==> config.mk <==
export PLATFORM = sky130hd
export DESIGN_NAME = dp_sem_bank
export DESIGN_NICKNAME = d
export VERILOG_FILES = /design/src/rtl/sem_pkg.sv /design/src/rtl/sem_rst_sync.sv /design/src/rtl/sem_port_dec.sv /design/src/rtl/sem_cell.sv /design/src/rtl/sem_read_port.sv /design/src/rtl/dp_sem_bank.sv
export SDC_FILE = /design/constraint.sdc
export NUM_CORES = 1
export LEC_CHECK = 0
export ABC_AREA = 1
export BUFFER_PORTS_ARGS = -buffer_cell sky130_fd_sc_hd__buf_4
export CORE_ASPECT_RATIO = 0.6
export CORE_MARGIN = 4
export CORE_UTILIZATION = 53
export CTS_BUF_LIST = sky130_fd_sc_hd__clkbuf_16
export DETAILED_ROUTE_END_ITERATION = 12
export PLACE_DENSITY_LB_ADDON = 0.2
export SYNTH_ARGS = -nofsm -noshare
export SYNTH_HDL_FRONTEND = slang
export SYNTH_SLANG_ARGS = --single-unit
==> constraint.sdc <==
create_clock -name clk -period 1.3 [get_ports clk]
set_clock_uncertainty 0.2 [all_clocks]
set_input_delay 0.195 -clock clk [delete_from_list [all_inputs] [get_ports clk]]
set_output_delay 0.195 -clock clk [all_outputs]
set_load 0.05 [all_outputs]
==> src/rtl/sem_pkg.sv <==
package sem_pkg;
  typedef enum logic [1:0] {
    SEM_FREE  = 2'd0,
    SEM_LEFT  = 2'd1,
    SEM_RIGHT = 2'd2
  } sem_owner_e;
endpackage

==> src/rtl/sem_rst_sync.sv <==
module sem_rst_sync #(
  parameter int STAGES = 2
) (
  input  logic clk,
  input  logic rst_n,
  output logic rst_n_sync
);
  logic [STAGES-1:0] chain_q;

  always_ff @(posedge clk or negedge rst_n) begin
    if (!rst_n) chain_q <= '0;
    else        chain_q <= {chain_q[STAGES-2:0], 1'b1};
  end

  assign rst_n_sync = chain_q[STAGES-1];
endmodule

==> src/rtl/sem_port_dec.sv <==
module sem_port_dec #(
  parameter int NUM_SEM = 8,
  localparam int AW = $clog2(NUM_SEM)
) (
  input  logic               clk,
  input  logic               rst_n,
  input  logic               sel,
  input  logic               wr,
  input  logic [AW-1:0]      addr,
  output logic [NUM_SEM-1:0] hit
);
  always_comb begin
    hit = '0;
    if (sel && wr) hit[addr] = 1'b1;
  end

  // a write reaches at most one semaphore
  assert_single_target_R10: assert property (@(posedge clk) disable iff (!rst_n)
    $onehot0(hit));

  // no target without select
  assert_no_target_unselected_R11: assert property (@(posedge clk) disable iff (!rst_n)
    !sel |-> (hit == '0));
endmodule

==> src/rtl/sem_cell.sv <==
module sem_cell
  import sem_pkg::*;
(
  input  logic clk,
  input  logic rst_n,
  input  logic wr_l,
  input  logic val_l,
  input  logic wr_r,
  input  logic val_r,
  output logic held_l,
  output logic held_r
);
  sem_owner_e owner_q, owner_d;
  logic       req_l_q, req_l_d;
  logic       req_r_q, req_r_d;
  logic       upd_en;

  assign upd_en = wr_l | wr_r;

  always_comb begin
    req_l_d = wr_l ? ~val_l : req_l_q;
    req_r_d = wr_r ? ~val_r : req_r_q;
    case (owner_q)
      SEM_LEFT:  owner_d = req_l_d ? SEM_LEFT  : (req_r_d ? SEM_RIGHT : SEM_FREE);
      SEM_RIGHT: owner_d = req_r_d ? SEM_RIGHT : (req_l_d ? SEM_LEFT  : SEM_FREE);
      default:   owner_d = req_l_d ? SEM_LEFT  : (req_r_d ? SEM_RIGHT : SEM_FREE);
    endcase
  end

  always_ff @(posedge clk or negedge rst_n) begin
    if (!rst_n) begin
      owner_q <= SEM_FREE;
      req_l_q <= 1'b0;
      req_r_q <= 1'b0;
    end else if (upd_en) begin
      owner_q <= owner_d;
      req_l_q <= req_l_d;
      req_r_q <= req_r_d;
    end
  end

  assign held_l = (owner_q == SEM_LEFT);
  assign held_r = (owner_q == SEM_RIGHT);

  // owner keeps the token unless it writes 1
  assert_left_keeps_R4: assert property (@(posedge clk) disable iff (!rst_n)
    (owner_q == SEM_LEFT && !(wr_l && val_l)) |=> (owner_q == SEM_LEFT));
  assert_right_keeps_R4: assert property (@(posedge clk) disable iff (!rst_n)
    (owner_q == SEM_RIGHT && !(wr_r && val_r)) |=> (owner_q == SEM_RIGHT));

  // release with a live waiter hands over at once
  assert_handover_to_right_R5: assert property (@(posedge clk) disable iff (!rst_n)
    (owner_q == SEM_LEFT && wr_l && val_l && req_r_q && !(wr_r && val_r))
      |=> (owner_q == SEM_RIGHT));
  assert_handover_to_left_R5: assert property (@(posedge clk) disable iff (!rst_n)
    (owner_q == SEM_RIGHT && wr_r && val_r && req_l_q && !(wr_l && val_l))
      |=> (owner_q == SEM_LEFT));

  // a free semaphore has no waiter
  assert_free_no_waiter_R6: assert property (@(posedge clk) disable iff (!rst_n)
    (owner_q == SEM_FREE) |-> (!req_l_q && !req_r_q));

  // tie on a free semaphore goes left
  assert_tie_left_R8: assert property (@(posedge clk) disable iff (!rst_n)
    (owner_q == SEM_FREE && wr_l && !val_l && wr_r && !val_r)
      |=> (owner_q == SEM_LEFT && req_r_q));
endmodule

==> src/rtl/sem_read_port.sv <==
module sem_read_port #(
  parameter int NUM_SEM = 8,
  localparam int AW = $clog2(NUM_SEM)
) (
  input  logic               clk,
  input  logic               rst_n,
  input  logic               sel,
  input  logic               rd,
  input  logic [AW-1:0]      addr,
  input  logic [NUM_SEM-1:0] held_mine,
  output logic               rdata
);
  logic rd_en;
  logic rdata_d;

  assign rd_en   = sel & rd;
  assign rdata_d = ~held_mine[addr];

  always_ff @(posedge clk or negedge rst_n) begin
    if (!rst_n)     rdata <= 1'b1;
    else if (rd_en) rdata <= rdata_d;
  end

  // output holds without a read strobe
  assert_hold_no_read_R9: assert property (@(posedge clk) disable iff (!rst_n)
    !rd_en |=> $stable(rdata));
endmodule

==> src/rtl/dp_sem_bank.sv <==
module dp_sem_bank #(
  parameter int NUM_SEM = 8,
  localparam int AW = $clog2(NUM_SEM)
) (
  input  logic          clk,
  input  logic          rst_n,
  input  logic          l_sel,
  input  logic          l_wr,
  input  logic          l_rd,
  input  logic [AW-1:0] l_addr,
  input  logic          l_wdata,
  output logic          l_rdata,
  input  logic          r_sel,
  input  logic          r_wr,
  input  logic          r_rd,
  input  logic [AW-1:0] r_addr,
  input  logic          r_wdata,
  output logic          r_rdata
);
  logic               rst_n_i;
  logic [NUM_SEM-1:0] hit_l, hit_r;
  logic [NUM_SEM-1:0] held_l, held_r;

  sem_rst_sync #(.STAGES(2)) u_rst (
    .clk(clk), .rst_n(rst_n), .rst_n_sync(rst_n_i)
  );

  sem_port_dec #(.NUM_SEM(NUM_SEM)) u_dec_l (
    .clk(clk), .rst_n(rst_n_i), .sel(l_sel), .wr(l_wr), .addr(l_addr), .hit(hit_l)
  );
  sem_port_dec #(.NUM_SEM(NUM_SEM)) u_dec_r (
    .clk(clk), .rst_n(rst_n_i), .sel(r_sel), .wr(r_wr), .addr(r_addr), .hit(hit_r)
  );

  for (genvar g = 0; g < NUM_SEM; g++) begin : g_sem
    sem_cell u_cell (
      .clk(clk), .rst_n(rst_n_i),
      .wr_l(hit_l[g]), .val_l(l_wdata),
      .wr_r(hit_r[g]), .val_r(r_wdata),
      .held_l(held_l[g]), .held_r(held_r[g])
    );
  end

  sem_read_port #(.NUM_SEM(NUM_SEM)) u_rd_l (
    .clk(clk), .rst_n(rst_n_i), .sel(l_sel), .rd(l_rd), .addr(l_addr),
    .held_mine(held_l), .rdata(l_rdata)
  );
  sem_read_port #(.NUM_SEM(NUM_SEM)) u_rd_r (
    .clk(clk), .rst_n(rst_n_i), .sel(r_sel), .rd(r_rd), .addr(r_addr),
    .held_mine(held_r), .rdata(r_rdata)
  );

  // never owned by both sides at once
  assert_exclusive_owner_R2: assert property (@(posedge clk) disable iff (!rst_n_i)
    (held_l & held_r) == '0);
endmodule

==> results.json, run 1 <==
{
  "synth_flop_cell": "dfrtp_1",
  "numCtsBuffers": 5,
  "setup_ws_ns": -0.0742,
  "synth_top_family_by_area": "simple AND/OR/NAND/NOR gates",
  "yosysMostFrequentCell": "nand2_1",
  "rows": 17,
  "r2r_start": "g_sem[1].u_cell.owner_q[1]",
  "r2r_slack_ns": 0.10,
  "clock_path_buffers": 2,
  "grt_max_degree": 17,
  "synth_top_area_cell": "dfrtp_1",
  "layout_min_cycle_time_ns": 1.37,
  "ys_ff_latch": 36,
  "cp_top_family": "flip-flops",
  "synthDistinctLibCells": 14,
  "powerDensity_mw_per_mm2": 1460,
  "synth_common_cells": "nand2_1, nand3_1, inv_1",
  "cp.required_ns": 0.90,
  "dieArea_mm2": 0.00511,
  "drv_slew": 0,
  "yosysSeqAreaShare_pct": 42.6,
  "slowest_stage": "dfstp_2",
  "syn_inst": 312,
  "peakVddDrop_mv": 1.04,
  "vias": 2035,
  "num_antenna_cells": 0,
  "design_power_total_mw": 3.84,
  "place_inst": 383,
  "critPathMaxFanout": 2,
  "fillCellCount": 306,
  "vias_per_cell": 5.14,
  "finalNetCount": 364,
  "reg2reg_to": "u_rd_l.rdata",
  "coreArea_mm2": 0.00376,
  "yosysWarnings": 0,
  "synth.net_count": 328,
  "status": "finished, violations left",
  "h-tree-depth": 2,
  "drc": 0,
  "dp_hpwl_um": 3890,
  "rsz0062_at_grt": "yes",
  "synth_mux_area_share_pct": 0,
  "fin_setup_tns_ns": -0.132,
  "fmax_mhz": 728,
  "overflow": 0,
  "critPathArrivalTime_ns": 0.98,
  "async_flop_share_pct": 100,
  "cts_hold_buf": 3,
  "ant_nets": 0,
  "hold_ws_ns": -0.0465,
  "p_leak_nw": 1.41,
  "instances_no_fill": 396,
  "io_pins": 18,
  "post-place-ws_ns": -0.0846,
  "fin_crit_sh_pct": 106,
  "critPathKind": "reg2out",
  "yosys.area_share.simple_pct": 42.8,
  "layout-drive-gt1-share_pct": 14.9,
  "drtPass1Iterations": 5,
  "grtUsageTotal_pct": 22.5,
  "cap_violations": 0,
  "gp_congestion": 0.931,
  "ys_top_cells_by_area": "dfrtp_1, nand2_1, nand3_1",
  "grt_pass1_wl_um": 8600,
  "clock-sinks": 36,
  "slowest_delay_ns": 0.55,
  "wl_per_cell_um": 13.0,
  "synth_fa_ha_area_share_pct": 0,
  "clk-insertion-delay-late_ns": 0.28,
  "finalHoldViolations": 7,
  "synth_edf_count": 0,
  "wl_um": 5170,
  "die_h_um": 57.0,
  "die-width_um": 89.6,
  "cp-start-kind": "register",
  "antenna_found_initial": 0,
  "endpoint_kind": "output port",
  "setup_viol": 2,
  "initial_utilization_pct": 56.3,
  "synth-xor-area-share_pct": 0,
  "synth_compound_area_share_pct": 4.90,
  "synth_area_per_cell_um2": 6.79,
  "place.port_buffers": 17,
  "holdCritPathClass": "reg2async",
  "critical_path_buf_inv_count": 1,
  "crit_chain": "buf_8",
  "ff2ff_path_depth": 6,
  "synthToLayoutAreaGrowth_pct": 24.0,
  "synth_area_mm2": 0.00212,
  "violations": "hold timing, setup timing",
  "drt_iter0_drc": 219,
  "tritoncts": "built",
  "cts_root_buffer": "clkbuf_16",
  "grt_pass1_vias": 1855,
  "netlist.area_leader.share_pct": 40.1,
  "clk_pin_slew_ns": 0.05
}
-- layout make-up --
class	count	area, um^2	area share (%)
clock buffers	5	125	4.76
multi-input cells	223	1030	39.2
flip-flops and latches	36	903	34.4
inverters	51	191	7.29
repair buffers	31	280	10.7
well taps	47	58.8	2.24
clock inverters	3	38.8	1.48
-- cells by family after synthesis --
family,Yosys count
buffers and inverters,53
AO/OA/AOI/OAI,17
other,1
flip-flops,36
AND/OR/NAND/NOR,205
-- per-layer routing --
layer	share of wire (%)	vias to the layer above	wire length, um	global-route usage (%)
met1	49	897	2540	34.8
met3	9.3	12	483	5.92
li1	-	1045	-	-
met5	0	-	0	0
met2	40	81	2050	30.3
met4	1.8	0	95	7.22
-- report_power, final --
group / total (mW) / internal, mW / switching [mW] / leakage [nW]
clock: 1.33 / 0.893 / 0.439 / 0.0850
combinational: 0.922 / 0.398 / 0.524 / 0.865
sequential: 1.59 / 1.38 / 0.212 / 0.459
total: 3.84 / 2.67 / 1.17 / 1.41
-- layout by cell type (no fill, tap or decap) --
cell type / Yosys / final
dfrtp_1: 34 / 34
nand3_1: 56 / 54
dlygate4sd3_1: 0 / 3
clkbuf_16: 0 / 5
nand3b_1: 10 / 10
o21ai_2: 5 / 5
nand2_1: 110 / 110
nor2_2: 0 / 2
nor2_4: 4 / 4
conb_1: 1 / 1
clkinv_2: 0 / 1
dfstp_2: 2 / 2
nor2_1: 25 / 23
o21ai_1: 11 / 12
buf_4: 0 / 24
buf_8: 0 / 2
bufinv_16: 0 / 1
buf_12: 0 / 2
inv_2: 2 / 2
inv_1: 49 / 50
nand3_2: 0 / 2
-- sequential cells by signal, summed over array words and instances, names as in the netlist --
name,flops
g_sem.u_cell.req_l_q,8
u_rd_r.rdata,1
g_sem.u_cell.owner_q,16
u_rd_l.rdata,1
g_sem.u_cell.req_r_q,8
u_rst.chain_q,2
-- worst max-delay path by stage --
stage	endpoint	cells past startpoint	slack, ns	from
after floorplan	g_sem[0].u_cell.owner_q[0]	0	0.03	u_rst.chain_q[1]
after detailed placement	g_sem[2].u_cell.owner_q[0]	8	-0.08	r_sel
final	r_rdata	1	-0.07	u_rd_r.rdata
after CTS	r_rdata	1	-0.08	u_rd_r.rdata
after global placement	g_sem[0].u_cell.owner_q[1]	8	-0.09	r_sel
after global routing	r_rdata	1	-0.09	u_rd_r.rdata
-- timing repair --
item / 4_1_cts / 5_1_grt
pin swaps: 0 / 1
gates cloned: 0 / 0
endpoints found under the setup margin: 2 / 4
gates resized for setup: 4 / 5
setup buffers: 0 / 2
endpoints found under the hold margin: 10 / 7
-- through the flow --
step                instance area [um^2]  hold WS (ns)  util, %
floorplan                           2120        -0.301        -
global placement                    2390        -0.222     63.4
detailed placement                  2390        -0.222     63.4
CTS                                 2600       -0.0352     69.0
global route                        2630       -0.0243     69.8
finish                              2630       -0.0465     69.8
Power figures use the tool's default switching activity.
==> inputs of run 2 (changes only) <==
--- a/config.mk
+++ b/config.mk
@@ -8,8 +8,7 @@
 export ABC_AREA = 1
 export BUFFER_PORTS_ARGS = -buffer_cell sky130_fd_sc_hd__buf_4
 export CORE_ASPECT_RATIO = 0.6
-export CORE_MARGIN = 4
-export CORE_UTILIZATION = 53
+export CORE_UTILIZATION = 59
 export CTS_BUF_LIST = sky130_fd_sc_hd__clkbuf_16
 export DETAILED_ROUTE_END_ITERATION = 12
 export PLACE_DENSITY_LB_ADDON = 0.2
==> constraint.sdc (replaced) <==
create_clock -name clk -period 1.7 [get_ports clk]
set_clock_uncertainty 0.2 [all_clocks]
set_input_delay 0.255 -clock clk [delete_from_list [all_inputs] [get_ports clk]]
set_output_delay 0.255 -clock clk [all_outputs]
set_load 0.05 [all_outputs]
==> run 2 against run 1 <==
Count of clock-buffer cells in the layout did not move. Hold slack better by 0.080 ns. Design area fell by 6.7%. The run now ends clean. Register-to-register slack better by 0.34 ns. Sequential cell count is the same. Highest routed layer unchanged. Via count increased by 1.5%. Non-clock buffer count decreased by 12.
==> results.json, run 2 (synthesis results as in run 1) <==
{
  "fin_setup_tns_ns": 0,
  "critical_path_buf_inv_count": 1,
  "cts_root_buffer": "clkbuf_16",
  "clock-sinks": 36,
  "fin_util_pct": 73.3,
  "slowest_delay_ns": 0.53,
  "critPathArrivalTime_ns": 1.00,
  "final_common_cell": "nand2_1",
  "regMostFlops": "g_sem.u_cell.owner_q",
  "cap_violations": 0,
  "slowest_stage": "dfstp_2",
  "cp-start-kind": "register",
  "drv_slew": 0,
  "reg_top3": "g_sem.u_cell.owner_q x16, g_sem.u_cell.req_l_q x8, g_sem.u_cell.req_r_q x8",
  "cp_top_family": "flip-flops",
  "p_leak_nw": 1.32,
  "layout-drive-gt1-share_pct": 11.0,
  "grtUsageTotal_pct": 30.2,
  "drt_iter0_drc": 150,
  "wl_um": 5140,
  "rsz0062_at_grt": "no",
  "grt_pass1_wl_um": 8770,
  "h-tree-depth": 2,
  "ant_nets": 0,
  "peakVddDrop_mv": 0.717,
  "setup_ws_ns": 0.248,
  "critPathMaxFanout": 2,
  "crit_chain": "buf_4",
  "die-width_um": 79.4,
  "endpoint_kind": "output port",
  "synthToLayoutAreaGrowth_pct": 15.6,
  "clock_path_buffers": 2,
  "drtPass1Iterations": 5,
  "largest_reg_flops": 16,
  "tritoncts": "built",
  "wl_per_cell_um": 13.5,
  "initial_utilization_pct": 63.4,
  "fillCellCount": 243,
  "clk-insertion-delay-late_ns": 0.28,
  "fin_crit_sh_pct": 85.4,
  "gp_congestion": 0.900,
  "setup_viol": 0,
  "postCtsSetupRepairBufs": 0,
  "cp.required_ns": 1.24,
  "numCtsBuffers": 5,
  "overflow": 0,
  "dp_hpwl_um": 3940,
  "multiInputGateArea_mm2": 0.00101,
  "post-place-ws_ns": 0.234,
  "antenna_found_initial": 0,
  "grt_max_degree": 35,
  "finalNetCount": 352,
  "final_cell_mix": "nand2_1, nand3_1, inv_1, dfrtp_1, nor2_1",
  "dieArea_mm2": 0.00384,
  "vias_per_cell": 5.41,
  "layout_min_cycle_time_ns": 1.45,
  "powerDensity_mw_per_mm2": 1120,
  "seq_area_um2": 903,
  "clk_pin_slew_ns": 0.05,
  "hold_ws_ns": 0.0339,
  "status": "finished clean",
  "drc": 0,
  "design_power_total_mw": 2.74,
  "finalHoldViolations": 0,
  "critPathKind": "reg2out",
  "place.port_buffers": 17,
  "holdCritPathClass": "in2reg",
  "num_antenna_cells": 0,
  "die_h_um": 48.4,
  "coreArea_mm2": 0.00334,
  "vias": 2065,
  "fmax_mhz": 689,
  "rows": 16,
  "io_pins": 18,
  "grt_pass1_vias": 1972
}
[run 2: cell types whose count changed in the layout (fill, tap and decap cells not counted), moves of 2 or more]
| cell | delta |
|---|---|
| nor2_1 | +2 |
| nor2_2 | -2 |
| buf_12 | -2 |
| buf_4 | -6 |
| dlygate4sd3_1 | -2 |
| buf_8 | -2 |
| nand3_1 | +2 |
| nand3_2 | -2 |
[run 2: stage by stage]
step / cells / instance area, um^2
CTS: 382 / 2450
detailed placement: 373 / 2300
global route: 382 / 2450
finish: 382 / 2450
global placement: 373 / 2300
floorplan: 312 / 2120
[run 2: what timing repair did]
item                                    CTS  global route
gates resized for setup                   0             0
endpoints found under the setup margin    0             0
hold buffers                              1             0
endpoints found under the hold margin     2             0
[run 2: metal layers]
| metal | global-route usage (%) | vias to the layer above | wire [um] |
|---|---|---|---|
| met5 | 0 | - | 0 |
| li1 | - | 1017 | - |
| met2 | 45.1 | 81 | 2260 |
| met3 | 7.92 | 8 | 453 |
| met4 | 11.2 | 0 | 49 |
| met1 | 42.5 | 959 | 2390 |
[run 2: cell type report]
| class | instances | share of cell area [%] |
|---|---|---|
| inverter | 51 | 7.81 |
| sequential | 36 | 36.9 |
| tap | 45 | 2.30 |
| multi-input combinational | 223 | 41.4 |
| clock buffer | 5 | 5.10 |
| clock inverter | 3 | 0.613 |
| timing repair buffer | 19 | 5.92 |
[run 2: power breakdown]
group          internal (mW)  switching, mW
Clock                  0.532          0.346
Sequential              1.05          0.152
Combinational          0.257          0.400
[run 2: path summary, 6_finish.rpt]
| path | to | startpoint | slack [ns] | cells after the start |
|---|---|---|---|---|
| worst max register to register | u_rd_r.rdata | g_sem[6].u_cell.owner_q[0] | 0.44 | 6 |
| worst max-delay path | r_rdata | u_rd_r.rdata | 0.25 | 1 |
| worst min-delay path | u_rd_r.rdata | r_rd | 0.03 | 4 |
| max in group asynchronous | u_rd_r.rdata | u_rst.chain_q[1] | 0.88 | 1 |
| min in group asynchronous | g_sem[7].u_cell.req_r_q | u_rst.chain_q[1] | 0.08 | 1 |
| worst min register to register | g_sem[7].u_cell.req_r_q | u_rst.chain_q[1] | 0.08 | 1 |
[run 2: worst reg2reg max path, delay by kind of cell (launching register included)]
kind	cells	cell delay (ns)
AOI/OAI and AO/OA	1	0.14
DFF	1	0.40
and+or+nand+nor	5	0.45
